--- config.mk ---
export PLATFORM = sky130hd
export DESIGN_NAME = nbus_regif
export DESIGN_NICKNAME = d
export VERILOG_FILES = /design/src/rtl/nbus_pkg.sv /design/src/rtl/nbus_addr_latch.sv /design/src/rtl/nbus_strobe.sv /design/src/rtl/nbus_ctrl_regs.sv /design/src/rtl/nbus_read_mux.sv /design/src/rtl/nbus_regif.sv
export SDC_FILE = /design/constraint.sdc
export NUM_CORES = 1
export LEC_CHECK = 0
export ABC_AREA = 1
export BUFFER_PORTS_ARGS = -buffer_cell sky130_fd_sc_hd__clkbuf_2
export CAP_MARGIN = 10
export CELL_PAD_IN_SITES_DETAIL_PLACEMENT = 0
export CELL_PAD_IN_SITES_GLOBAL_PLACEMENT = 1
export CORE_MARGIN = 3
export CORE_UTILIZATION = 29
export DETAILED_ROUTE_END_ITERATION = 16
export GPL_TIMING_DRIVEN = 0
export PLACE_DENSITY_LB_ADDON = 0.12
export SLEW_MARGIN = 0
export SYNTH_ARGS = -nofsm -noshare
export SYNTH_HDL_FRONTEND = slang
export SYNTH_SLANG_ARGS = --single-unit
--- constraint.sdc ---
create_clock -name clk -period 2 [get_ports clk]
set_input_delay 0.4 -clock clk [delete_from_list [all_inputs] [get_ports clk]]
set_output_delay 0.4 -clock clk [all_outputs]
set_load 0.03 [all_outputs]
--- src/rtl/nbus_pkg.sv ---
// Shared constants and helpers for the nibble bus register interface.
// Assumes a 4-bit register map: 13 digit locations, then three control registers.
package nbus_pkg;
    localparam int NIB_W      = 4;
    localparam int LOC_W      = 4;
    localparam int DIGITS     = 13;
    localparam logic [LOC_W-1:0] LOC_CTRL_D = 4'd13;
    localparam logic [LOC_W-1:0] LOC_CTRL_E = 4'd14;
    localparam logic [LOC_W-1:0] LOC_CTRL_F = 4'd15;

    // Bits that exist at each digit location.
    function automatic logic [NIB_W-1:0] loc_mask(input logic [LOC_W-1:0] loc);
        case (loc)
            4'd1, 4'd3, 4'd5, 4'd12: loc_mask = 4'b0111;
            4'd7:                    loc_mask = 4'b0011;
            4'd9:                    loc_mask = 4'b0001;
            default:                 loc_mask = 4'b1111;
        endcase
    endfunction
endpackage

--- src/rtl/nbus_addr_latch.sv ---
// Address latch: transparent while the strobe is high and the bus is selected,
// keeps the last captured address otherwise. Inputs are synchronous to clk.
module nbus_addr_latch #(
    parameter int ADDR_W = 4
) (
    input  logic              clk,
    input  logic              rst_n,
    input  logic [ADDR_W-1:0] addr_in,
    input  logic              addr_strobe,
    input  logic              bus_en_n,
    output logic [ADDR_W-1:0] addr_eff
);
    logic              open_w;
    logic [ADDR_W-1:0] addr_q;

    assign open_w = addr_strobe && !bus_en_n;

    // Capture the address while the latch is open.
    always_ff @(posedge clk) begin
        if (!rst_n)      addr_q <= '0;
        else if (open_w) addr_q <= addr_in;
    end

    // Pass through while open, held value while closed.
    assign addr_eff = open_w ? addr_in : addr_q;

    assert_latch_hold_R1: assert property (@(posedge clk) disable iff (!rst_n)
        !open_w |=> $stable(addr_q));
endmodule

--- src/rtl/nbus_strobe.sv ---
// Strobe decode: finds the rising edge of the write strobe and gates the read enable.
// Assumes rd_n, wr_n and the selects are already synchronous to clk.
module nbus_strobe (
    input  logic clk,
    input  logic rst_n,
    input  logic bus_en_n,
    input  logic pwr_ok,
    input  logic rd_n,
    input  logic wr_n,
    output logic wr_fire,
    output logic rd_oe
);
    logic wr_n_q;
    logic sel_w;

    assign sel_w = pwr_ok && !bus_en_n;

    // Previous write strobe level for edge detection.
    always_ff @(posedge clk) begin
        if (!rst_n) wr_n_q <= 1'b1;
        else        wr_n_q <= wr_n;
    end

    // Write on the low-to-high transition; read blocked while write is low.
    assign wr_fire = sel_w && wr_n && !wr_n_q;
    assign rd_oe   = sel_w && !rd_n && wr_n;

    assert_fire_on_edge_R2: assert property (@(posedge clk) disable iff (!rst_n)
        wr_fire |-> ($past(wr_n) == 1'b0));
    assert_no_read_in_write_R3: assert property (@(posedge clk) disable iff (!rst_n)
        !wr_n |-> !rd_oe);
endmodule

--- src/rtl/nbus_ctrl_regs.sv ---
// Control registers at locations 13..15 with their write rules, plus the busy status.
// Assumes irq_set and adj_done are single-cycle pulses from the clock core.
module nbus_ctrl_regs
    import nbus_pkg::*;
(
    input  logic             clk,
    input  logic             rst_n,
    input  logic             wr_fire,
    input  logic [LOC_W-1:0] waddr,
    input  logic [NIB_W-1:0] wdata,
    input  logic             pwr_ok,
    input  logic             irq_set,
    input  logic             adj_done,
    input  logic             update_pending,
    output logic [NIB_W-1:0] reg_d,
    output logic [NIB_W-1:0] reg_e,
    output logic [NIB_W-1:0] reg_f
);
    logic wr_d, wr_e, wr_f;
    logic adj_q, irq_q, busy_q, hold_q;
    logic test_q, mode24_q, stop_q, rst_bit_q;
    logic [NIB_W-1:0] e_q;

    assign wr_d = wr_fire && (waddr == LOC_CTRL_D);
    assign wr_e = wr_fire && (waddr == LOC_CTRL_E);
    assign wr_f = wr_fire && (waddr == LOC_CTRL_F);

    // Register D: adjust, sticky irq, hold; hold drops without power-good.
    always_ff @(posedge clk) begin
        if (!rst_n) begin
            adj_q  <= 1'b0;
            irq_q  <= 1'b0;
            hold_q <= 1'b0;
        end else begin
            if (wr_d)          adj_q <= wdata[3];
            else if (adj_done) adj_q <= 1'b0;
            if (irq_set)                 irq_q <= 1'b1;
            else if (wr_d && !wdata[2])  irq_q <= 1'b0;
            if (!pwr_ok)       hold_q <= 1'b0;
            else if (wr_d)     hold_q <= wdata[0];
        end
    end

    // Busy: set while not held or while an update is pending.
    always_ff @(posedge clk) begin
        if (!rst_n) busy_q <= 1'b1;
        else        busy_q <= !hold_q || update_pending;
    end

    // Register E: plain storage.
    always_ff @(posedge clk) begin
        if (!rst_n)    e_q <= '0;
        else if (wr_e) e_q <= wdata;
    end

    // Register F: hour format guarded by the divider reset bit.
    always_ff @(posedge clk) begin
        if (!rst_n) begin
            test_q    <= 1'b0;
            mode24_q  <= 1'b0;
            stop_q    <= 1'b0;
            rst_bit_q <= 1'b0;
        end else begin
            if (wr_f) begin
                test_q <= wdata[3];
                stop_q <= wdata[1];
                if (rst_bit_q) mode24_q <= wdata[2];
            end
            if (!pwr_ok)   rst_bit_q <= 1'b0;
            else if (wr_f) rst_bit_q <= wdata[0];
        end
    end

    assign reg_d = {adj_q, irq_q, busy_q, hold_q};
    assign reg_e = e_q;
    assign reg_f = {test_q, mode24_q, stop_q, rst_bit_q};

    assert_irq_only_hw_set_R7: assert property (@(posedge clk) disable iff (!rst_n)
        (!irq_q && !irq_set) |=> !irq_q);
    assert_pwr_clears_R10: assert property (@(posedge clk) disable iff (!rst_n)
        !pwr_ok |=> (!hold_q && !rst_bit_q));
    assert_hour_locked_R9: assert property (@(posedge clk) disable iff (!rst_n)
        !rst_bit_q |=> $stable(mode24_q));
    assert_busy_pending_R12: assert property (@(posedge clk) disable iff (!rst_n)
        update_pending |=> busy_q);
endmodule

--- src/rtl/nbus_read_mux.sv ---
// Read data selection: digits from the core, masked per location, or control registers.
// Assumes time_in is packed digit 0 in the low nibble.
module nbus_read_mux
    import nbus_pkg::*;
#(
    parameter int NUM_DIGITS = 13
) (
    input  logic [LOC_W-1:0]            raddr,
    input  logic [NUM_DIGITS*NIB_W-1:0] time_in,
    input  logic [NIB_W-1:0]            reg_d,
    input  logic [NIB_W-1:0]            reg_e,
    input  logic [NIB_W-1:0]            reg_f,
    output logic [NIB_W-1:0]            rdata
);
    logic [NIB_W-1:0] digit_arr [NUM_DIGITS];

    for (genvar i = 0; i < NUM_DIGITS; i++) begin : g_unpack
        assign digit_arr[i] = time_in[i*NIB_W +: NIB_W];
    end

    // Select the addressed location.
    always_comb begin
        if (raddr == LOC_CTRL_D)          rdata = reg_d;
        else if (raddr == LOC_CTRL_E)     rdata = reg_e;
        else if (raddr == LOC_CTRL_F)     rdata = reg_f;
        else if (int'(raddr) < NUM_DIGITS) rdata = digit_arr[raddr] & loc_mask(raddr);
        else                               rdata = '0;
    end
endmodule

--- src/rtl/nbus_regif.sv ---
// Top: nibble bus register interface of the real-time clock.
// Latches the address, decodes strobes, writes digits through ports and holds control registers.
module nbus_regif
    import nbus_pkg::*;
#(
    parameter int NUM_DIGITS = 13
) (
    input  logic                        clk,
    input  logic                        rst_n,
    input  logic [LOC_W-1:0]            addr_in,
    input  logic                        addr_strobe,
    input  logic                        bus_en_n,
    input  logic                        pwr_ok,
    input  logic                        rd_n,
    input  logic                        wr_n,
    input  logic [NIB_W-1:0]            data_in,
    output logic [NIB_W-1:0]            data_out,
    output logic                        data_oe,
    input  logic [NUM_DIGITS*NIB_W-1:0] time_in,
    output logic [NUM_DIGITS-1:0]       digit_wr_en,
    output logic [NIB_W-1:0]            digit_wr_data,
    input  logic                        irq_set,
    input  logic                        adj_done,
    input  logic                        update_pending,
    output logic                        irq_flag,
    output logic                        hold,
    output logic                        adj_req,
    output logic [1:0]                  rate_sel,
    output logic                        int_mode,
    output logic                        pulse_mask,
    output logic                        test_mode,
    output logic                        mode24,
    output logic                        stop,
    output logic                        div_reset
);
    logic [LOC_W-1:0] addr_eff;
    logic             wr_fire;
    logic [NIB_W-1:0] reg_d, reg_e, reg_f;
    logic [NUM_DIGITS-1:0] hit;
    logic [NUM_DIGITS-1:0] wen_q;
    logic [NIB_W-1:0]      wdat_q;

    nbus_addr_latch #(.ADDR_W(LOC_W)) u_latch (
        .clk(clk), .rst_n(rst_n), .addr_in(addr_in), .addr_strobe(addr_strobe),
        .bus_en_n(bus_en_n), .addr_eff(addr_eff));

    nbus_strobe u_strobe (
        .clk(clk), .rst_n(rst_n), .bus_en_n(bus_en_n), .pwr_ok(pwr_ok),
        .rd_n(rd_n), .wr_n(wr_n), .wr_fire(wr_fire), .rd_oe(data_oe));

    nbus_ctrl_regs u_ctrl (
        .clk(clk), .rst_n(rst_n), .wr_fire(wr_fire), .waddr(addr_eff), .wdata(data_in),
        .pwr_ok(pwr_ok), .irq_set(irq_set), .adj_done(adj_done),
        .update_pending(update_pending), .reg_d(reg_d), .reg_e(reg_e), .reg_f(reg_f));

    nbus_read_mux #(.NUM_DIGITS(NUM_DIGITS)) u_rmux (
        .raddr(addr_eff), .time_in(time_in), .reg_d(reg_d), .reg_e(reg_e),
        .reg_f(reg_f), .rdata(data_out));

    for (genvar i = 0; i < NUM_DIGITS; i++) begin : g_hit
        assign hit[i] = wr_fire && (addr_eff == LOC_W'(i));
    end

    // Register the one-hot digit write pulse and its masked data.
    always_ff @(posedge clk) begin
        if (!rst_n) begin
            wen_q  <= '0;
            wdat_q <= '0;
        end else begin
            wen_q <= hit;
            if (wr_fire) wdat_q <= data_in & loc_mask(addr_eff);
        end
    end

    assign digit_wr_en   = wen_q;
    assign digit_wr_data = wdat_q;
    assign adj_req    = reg_d[3];
    assign irq_flag   = reg_d[2];
    assign hold       = reg_d[0];
    assign rate_sel   = reg_e[3:2];
    assign int_mode   = reg_e[1];
    assign pulse_mask = reg_e[0];
    assign test_mode  = reg_f[3];
    assign mode24     = reg_f[2];
    assign stop       = reg_f[1];
    assign div_reset  = reg_f[0];

    assert_digit_onehot_R2: assert property (@(posedge clk) disable iff (!rst_n)
        $onehot0(digit_wr_en));
    assert_pulse_single_R2: assert property (@(posedge clk) disable iff (!rst_n)
        (digit_wr_en != '0) |=> (digit_wr_en == '0));
endmodule

* After elaboration in Yosys (flattened, before gate mapping)
Index checks and enable logic that the tools add are counted.
** Operators by class
- Magnitude comparators :: 2
- Equality and inequality tests :: 15
- Multiplexer cells :: 19
- Bitwise gates (word level) :: 3
- Reductions and logical operators :: 35
** Operators with widths (number)
- $mux W4 :: 13
- $eq A4 B4 Y1 const B :: 8
- $logic_and A1 B1 Y1 :: 23
- $bmux W4 S4 :: 1
- $eq A4 B3 Y1 const B :: 4
- $pmux W4 S3 :: 1
- $and A4 B4 Y4 :: 2
- $eq A4 B2 Y1 const B :: 2
- $ge A5 B5 Y1 const B :: 1
- $logic_not A1 Y1 :: 5
- $not A4 Y5 :: 1
- $eq A4 B1 Y1 const B :: 1
- $logic_not A4 Y1 :: 1
- $lt A4 B4 Y1 const B :: 1
- $mux W1 :: 4
- $reduce_and A2 Y1 :: 2
- $reduce_bool A2 Y1 :: 2
- $reduce_or A4 Y1 :: 1
- $logic_or A1 B1 Y1 :: 1
** Storage, ports and cells
- Register bits :: 34
- Input port bits :: 70
- Output and inout bits :: 33
- Word-level logic and storage cells :: 87

* Depth between registers and ports, before layout
- Depth after elaboration :: 15
- Gate-level depth with buffers :: 14
- Depth with buffers taken out :: 13

* Hierarchy
From an unflattened synthesis, not the netlist that was laid out.
** Second synthesis, totals
- Cells, all modules :: 356
- Area total of the unflattened synthesis :: 2035.7 sq um
** Modules (own cells, without submodules)
- nbus_read_mux :: times used 1, cells each 159, area each 649.4 sq um, sequential area each 0.0 sq um
- nbus_regif :: times used 1, cells each 76, area each 578.1 sq um, sequential area each 340.3 sq um
- nbus_ctrl_regs :: times used 1, cells each 80, area each 563.0 sq um, sequential area each 240.2 sq um
- nbus_addr_latch :: times used 1, cells each 35, area each 203.9 sq um, sequential area each 80.1 sq um
- nbus_strobe :: times used 1, cells each 6, area each 41.3 sq um, sequential area each 20.0 sq um

* Least setup slack after synthesis
OpenSTA, ideal clock, no wires.
- Path kind :: in2out
- From :: input bus_en_n
- To :: output data_out[1]
- Arrival time :: 1722 ps
- Required time :: 1600 ps
- Path slack :: -122 ps
- Stages :: 13
- Path buffers :: 1
- Cells stage by stage :: inv_1 nand3_1 nand2_4 buf_4 nand2_1 o21ai_0 nand2_1 nand2_1 nand2_1 nand2_1 inv_1 nand2_1 nand4_1
** Between the ends
- Word-level cells in the longest chain between the ends :: 15
- Elaborated cells on any way between the ends :: 28
- Classes of those cells :: order compare: 1; eq/ne: 9; mux: 13; bitwise: 2; reduce/logical: 3
** RTL lines
- from (decl) :: RTL line nbus_regif.sv:12 : input logic bus_en_n,
- $logic_not A1 Y1 * :: RTL line nbus_addr_latch.sv:16 : assign open_w = addr_strobe && !bus_en_n;
- $logic_and A1 B1 Y1 * :: RTL line nbus_addr_latch.sv:16
- $mux W4 * :: RTL line nbus_addr_latch.sv:25 : assign addr_eff = open_w ? addr_in : addr_q;
- $eq A4 B1 Y1 (tied with other cells) :: RTL line nbus_pkg.sv:13 : case (loc)
- $reduce_or A4 Y1 :: RTL line nbus_pkg.sv:13
- $pmux W4 S3 :: RTL line nbus_pkg.sv:13
- $mux W4 :: RTL line nbus_read_mux.sv:26 : else if (int'(raddr) < NUM_DIGITS) rdata = digit_arr[raddr] & loc_mask(raddr);
- $mux W4 :: RTL line nbus_read_mux.sv:25 : else if (raddr == LOC_CTRL_F) rdata = reg_f;
- $mux W4 :: RTL line nbus_read_mux.sv:24 : else if (raddr == LOC_CTRL_E) rdata = reg_e;
- $mux W4 :: RTL line nbus_read_mux.sv:23 : if (raddr == LOC_CTRL_D) rdata = reg_d;
- $and A4 B4 Y4 :: RTL line nbus_read_mux.sv:26
- $mux W4 :: RTL line nbus_read_mux.sv:26
- $mux W4 :: RTL line nbus_read_mux.sv:25
- $mux W4 :: RTL line nbus_read_mux.sv:24
- $mux W4 * :: RTL line nbus_read_mux.sv:23
- to (decl) :: RTL line nbus_regif.sv:17 : output logic [NIB_W-1:0] data_out,
Every way passes the cells marked *; elsewhere a longest branch is shown, timed or not. The select of a mux whose other input is x is not followed.

* Worst setup path after layout
- From :: input bus_en_n
- To :: output data_out[3]
The elaborated chain is that of the path after synthesis.

==> results.sh <==
export IMPL_die_w_um=89.1
export IMPL_drt_initial_drc_count=96
export IMPL_crit_chain="buf_8 > clkinvlp_4 > nand3_4 > nand2_4 > buf_16 > o21ai_2 > nand2_1 > a21oi_2 > nor2_4 > nand2_2 > nand4_1 > clkbuf_8"
export IMPL_drv_slew=0
export IMPL_vias_per_cell=4.54
export IMPL_cp_end_kind="primary output"
export IMPL_avgSynthCellArea_um2=5.88
export IMPL_grt_pass1_vias=2358
export IMPL_worst_pin_slew_ns=0.501
export IMPL_clk_latency_ns=0.28
export IMPL_ys_seq_elements=34
export IMPL_drive_above_1_share_pct=43.3
export IMPL_slew_headroom_pct=66.6
export IMPL_seq_area_frac_synth_pct=34.0
export IMPL_antenna_found_initial=0
export IMPL_fin_crit_ns=2.35
export IMPL_io_buffers=101
export IMPL_clockBufferDepth=2
export IMPL_cts_sinks=34
export IMPL_cp_data_required_time_ns=1.60
export IMPL_wl_per_cell_um=12.6
export IMPL_setup_violations=4
export IMPL_cp_max_fo=5
export IMPL_synth_area_um2=2000
export IMPL_power_mw=1.87
export IMPL_finalCritPeriodShare_pct=118
export IMPL_ys_warn_count=0
export IMPL_drc_errors=0
export IMPL_power_density_nw_per_um2=559
export IMPL_peakVddDrop_mv=0.360
export IMPL_n_antenna_cell=0
export IMPL_min_delay_worst_endpoint="u_ctrl.busy_q$_SDFF_PN1_"
export IMPL_drt_wl_total_um=7020
export IMPL_ant_nets=0
export IMPL_dp_cells=518
export IMPL_run_status="finished with violations"
export IMPL_worst_path_buf_inv=4
export IMPL_register_area_um2=682
export IMPL_fillerInstances=724
export IMPL_ios=103
export IMPL_cp_slowest_cell="nand3_4"
export IMPL_crit_family="simple AND/OR/NAND/NOR gates"
export IMPL_synth_top_area_share_pct=34.0
export IMPL_finClkSkew_ns=0.00354
export IMPL_grt_pass1_wl_um=10900
export IMPL_finalHoldViolations=0
export IMPL_maxCapViolations=0
export IMPL_postSynthCellCount=340
export IMPL_htreeDepth=2
export IMPL_crit_cells=12
export IMPL_rows=29
export IMPL_grt_max_degree=11
export IMPL_fmax_ghz=0.425
export IMPL_cpPeakStageDelay_ns=0.21
export IMPL_final_cell_count_no_fill=557
export IMPL_path_clk_slew_ns=0.07
export IMPL_num_vias=2531
export IMPL_syn_num_nets=410
export IMPL_die_area_um2=7930
export IMPL_hp_start="update_pending"
export IMPL_globalplace_congestion=0.830
export IMPL_failed_checks="setup timing"
export IMPL_fin_setup_tns_ns=-1.31
export IMPL_synth_area_top_cells="dfxtp_1 34%, nand2_1 24%, nor2_1 9.2%, inv_1 7.5%, o21ai_0 5.0%"
export IMPL_core_um2=6530
export IMPL_start_util_pct=30.6
export IMPL_multiInputGateArea_um2=1410
export IMPL_cts_tree="built"
export IMPL_p_leak_nw=1.78
export IMPL_numCtsBuffers=5
export IMPL_grt_overflow=0
export IMPL_start_kind="input pin"
export IMPL_reg2reg_to="digit_wr_data[3]$_SDFFE_PN0P_"
export IMPL_nNetsFinal=549
export IMPL_dp_hpwl_um=5220
export IMPL_die_h_um=89.1
export IMPL_reg2reg_slack_ns=0.26
export IMPL_grtUsageTotal_pct=17.6
export IMPL_fin_ws_ns=-0.352
export IMPL_yosysTopAreaCell="dfxtp_1"
export IMPL_r2r_cells=12
export IMPL_critPathKind="in -> out"
export IMPL_min_delay_path_depth=2
export IMPL_fin_util_pct=51.3
export IMPL_rsz0062_at_grt="true"
export IMPL_hold_path_class="in -> reg"
export IMPL_synth_distinct_cells=23
export IMPL_cts_root_buf="clkbuf_8"
export IMPL_worstPathArrival_ns=1.95
export IMPL_area_growth_pct=67.4
export IMPL_first_pass_iters=4
export IMPL_r2r_start="u_latch.addr_q[0]$_SDFF_PN0_"
sequential cells by signal (all words and copies together) (netlist names), 4 cells and up:
name / flops
digit_wr_en: 13
digit_wr_data: 4
u_ctrl.reg_e: 4
u_latch.addr_q: 4
cells by family (layout without fill, tap and decap cells):
family,Yosys count,count (layout),share of synthesized area (%)
AOI/OAI and AO/OA,37,37,9.38
DFF,34,34,34.0
buffers and inverters,49,188,9.94
and+or+nand+nor,220,221,46.7
power by group:
part,internal [mW],switching (mW),total (mW)
sequential,0.687,0.00634,0.693
clock,0.278,0.235,0.512
combinational,0.301,0.367,0.668
total,1.27,0.608,1.87
placed cells by master, fill, tap and decap left out, types with 9 or more instances in the layout:
cell        n
clkbuf_2   95
a21oi_1    12
inv_1      37
nor2_1     43
o21ai_0    12
nand2_2    20
buf_4      24
dfxtp_1    33
nand3_1    12
nand2_1   103
clkbuf_8   10
nand2_4     9
worst reg2reg max path, cell delays in order (launching register included):
cell	delay, ns
dfxtp_2	0.35
inv_1	0.15
nand2_8	0.08
nand2_8	0.10
nand2_4	0.09
nor2_1	0.16
nor2_2	0.08
buf_4	0.13
buf_4	0.12
buf_4	0.12
buf_4	0.11
nand4_1	0.08
a21oi_1	0.06
layer usage:
metal / part of all wire (%) / wire (µm) / vias to the layer above / global-route usage (%)
li1: - / - / 1338 / -
met1: 46 / 3230 / 1113 / 24.5
met2: 46 / 3250 / 78 / 28.8
met3: 7.4 / 517 / 2 / 3.50
met4: 0.26 / 18 / 0 / 2.84
met5: 0 / 0 / - / 0
cell usage after synthesis:
library cell,n
nand3_1,18
nor2_2,3
inv_2,1
nor2_1,49
buf_6,1
nor3_1,3
buf_2,3
nand2_1,128
nor3_4,1
nand2_4,2
nand4_1,6
o211ai_1,1
nand3b_1,1
nand2_2,7
buf_4,1
nor2_4,1
or2_2,1
o21ai_0,20
clkbuf_1,3
a21oi_1,15
dfxtp_1,34
o21ai_1,1
inv_1,40
stage by stage:
stage	hold WS, ns	worst slack, ns	cell area, µm²
final	0.305	-0.352	3350
after global routing	0.299	-0.467	3350
after detailed placement	0.435	-0.566	2640
after floorplan	0.506	-0.0346	2040
after CTS	0.297	-0.365	3150
after global placement	0.432	-0.573	2640
cell type report:
cell class	count	share of cell area, %
buffer	8	2.24
clock buffer	7	2.58
clock inverter	1	0.149
inverter	41	4.71
multi-input combinational	258	42.1
sequential	34	20.4
tap	77	2.88
timing repair buffer	131	25.0
worst max-delay path by stage:
stage | startpoint | slack [ns] | end
4_1_cts | bus_en_n | -0.36 | data_out[0]
3_3_place_gp | bus_en_n | -0.57 | data_out[0]
5_1_grt | bus_en_n | -0.47 | data_out[3]
3_5_place_dp | bus_en_n | -0.57 | data_out[0]
6_report | bus_en_n | -0.35 | data_out[3]
2_1_floorplan | bus_en_n | -0.03 | data_out[3]
timing repair:
item / in CTS / in global routing
gates resized for setup: 60 / 36
hold buffers: 0 / 0
buffers inserted: 18 / 9
endpoints found under the hold margin: 0 / 0
setup endpoints to repair: 4 / 4
cloned: 4 / 0
pin swaps: 25 / 36
Note: power is estimated with default switching activity, not from simulation.
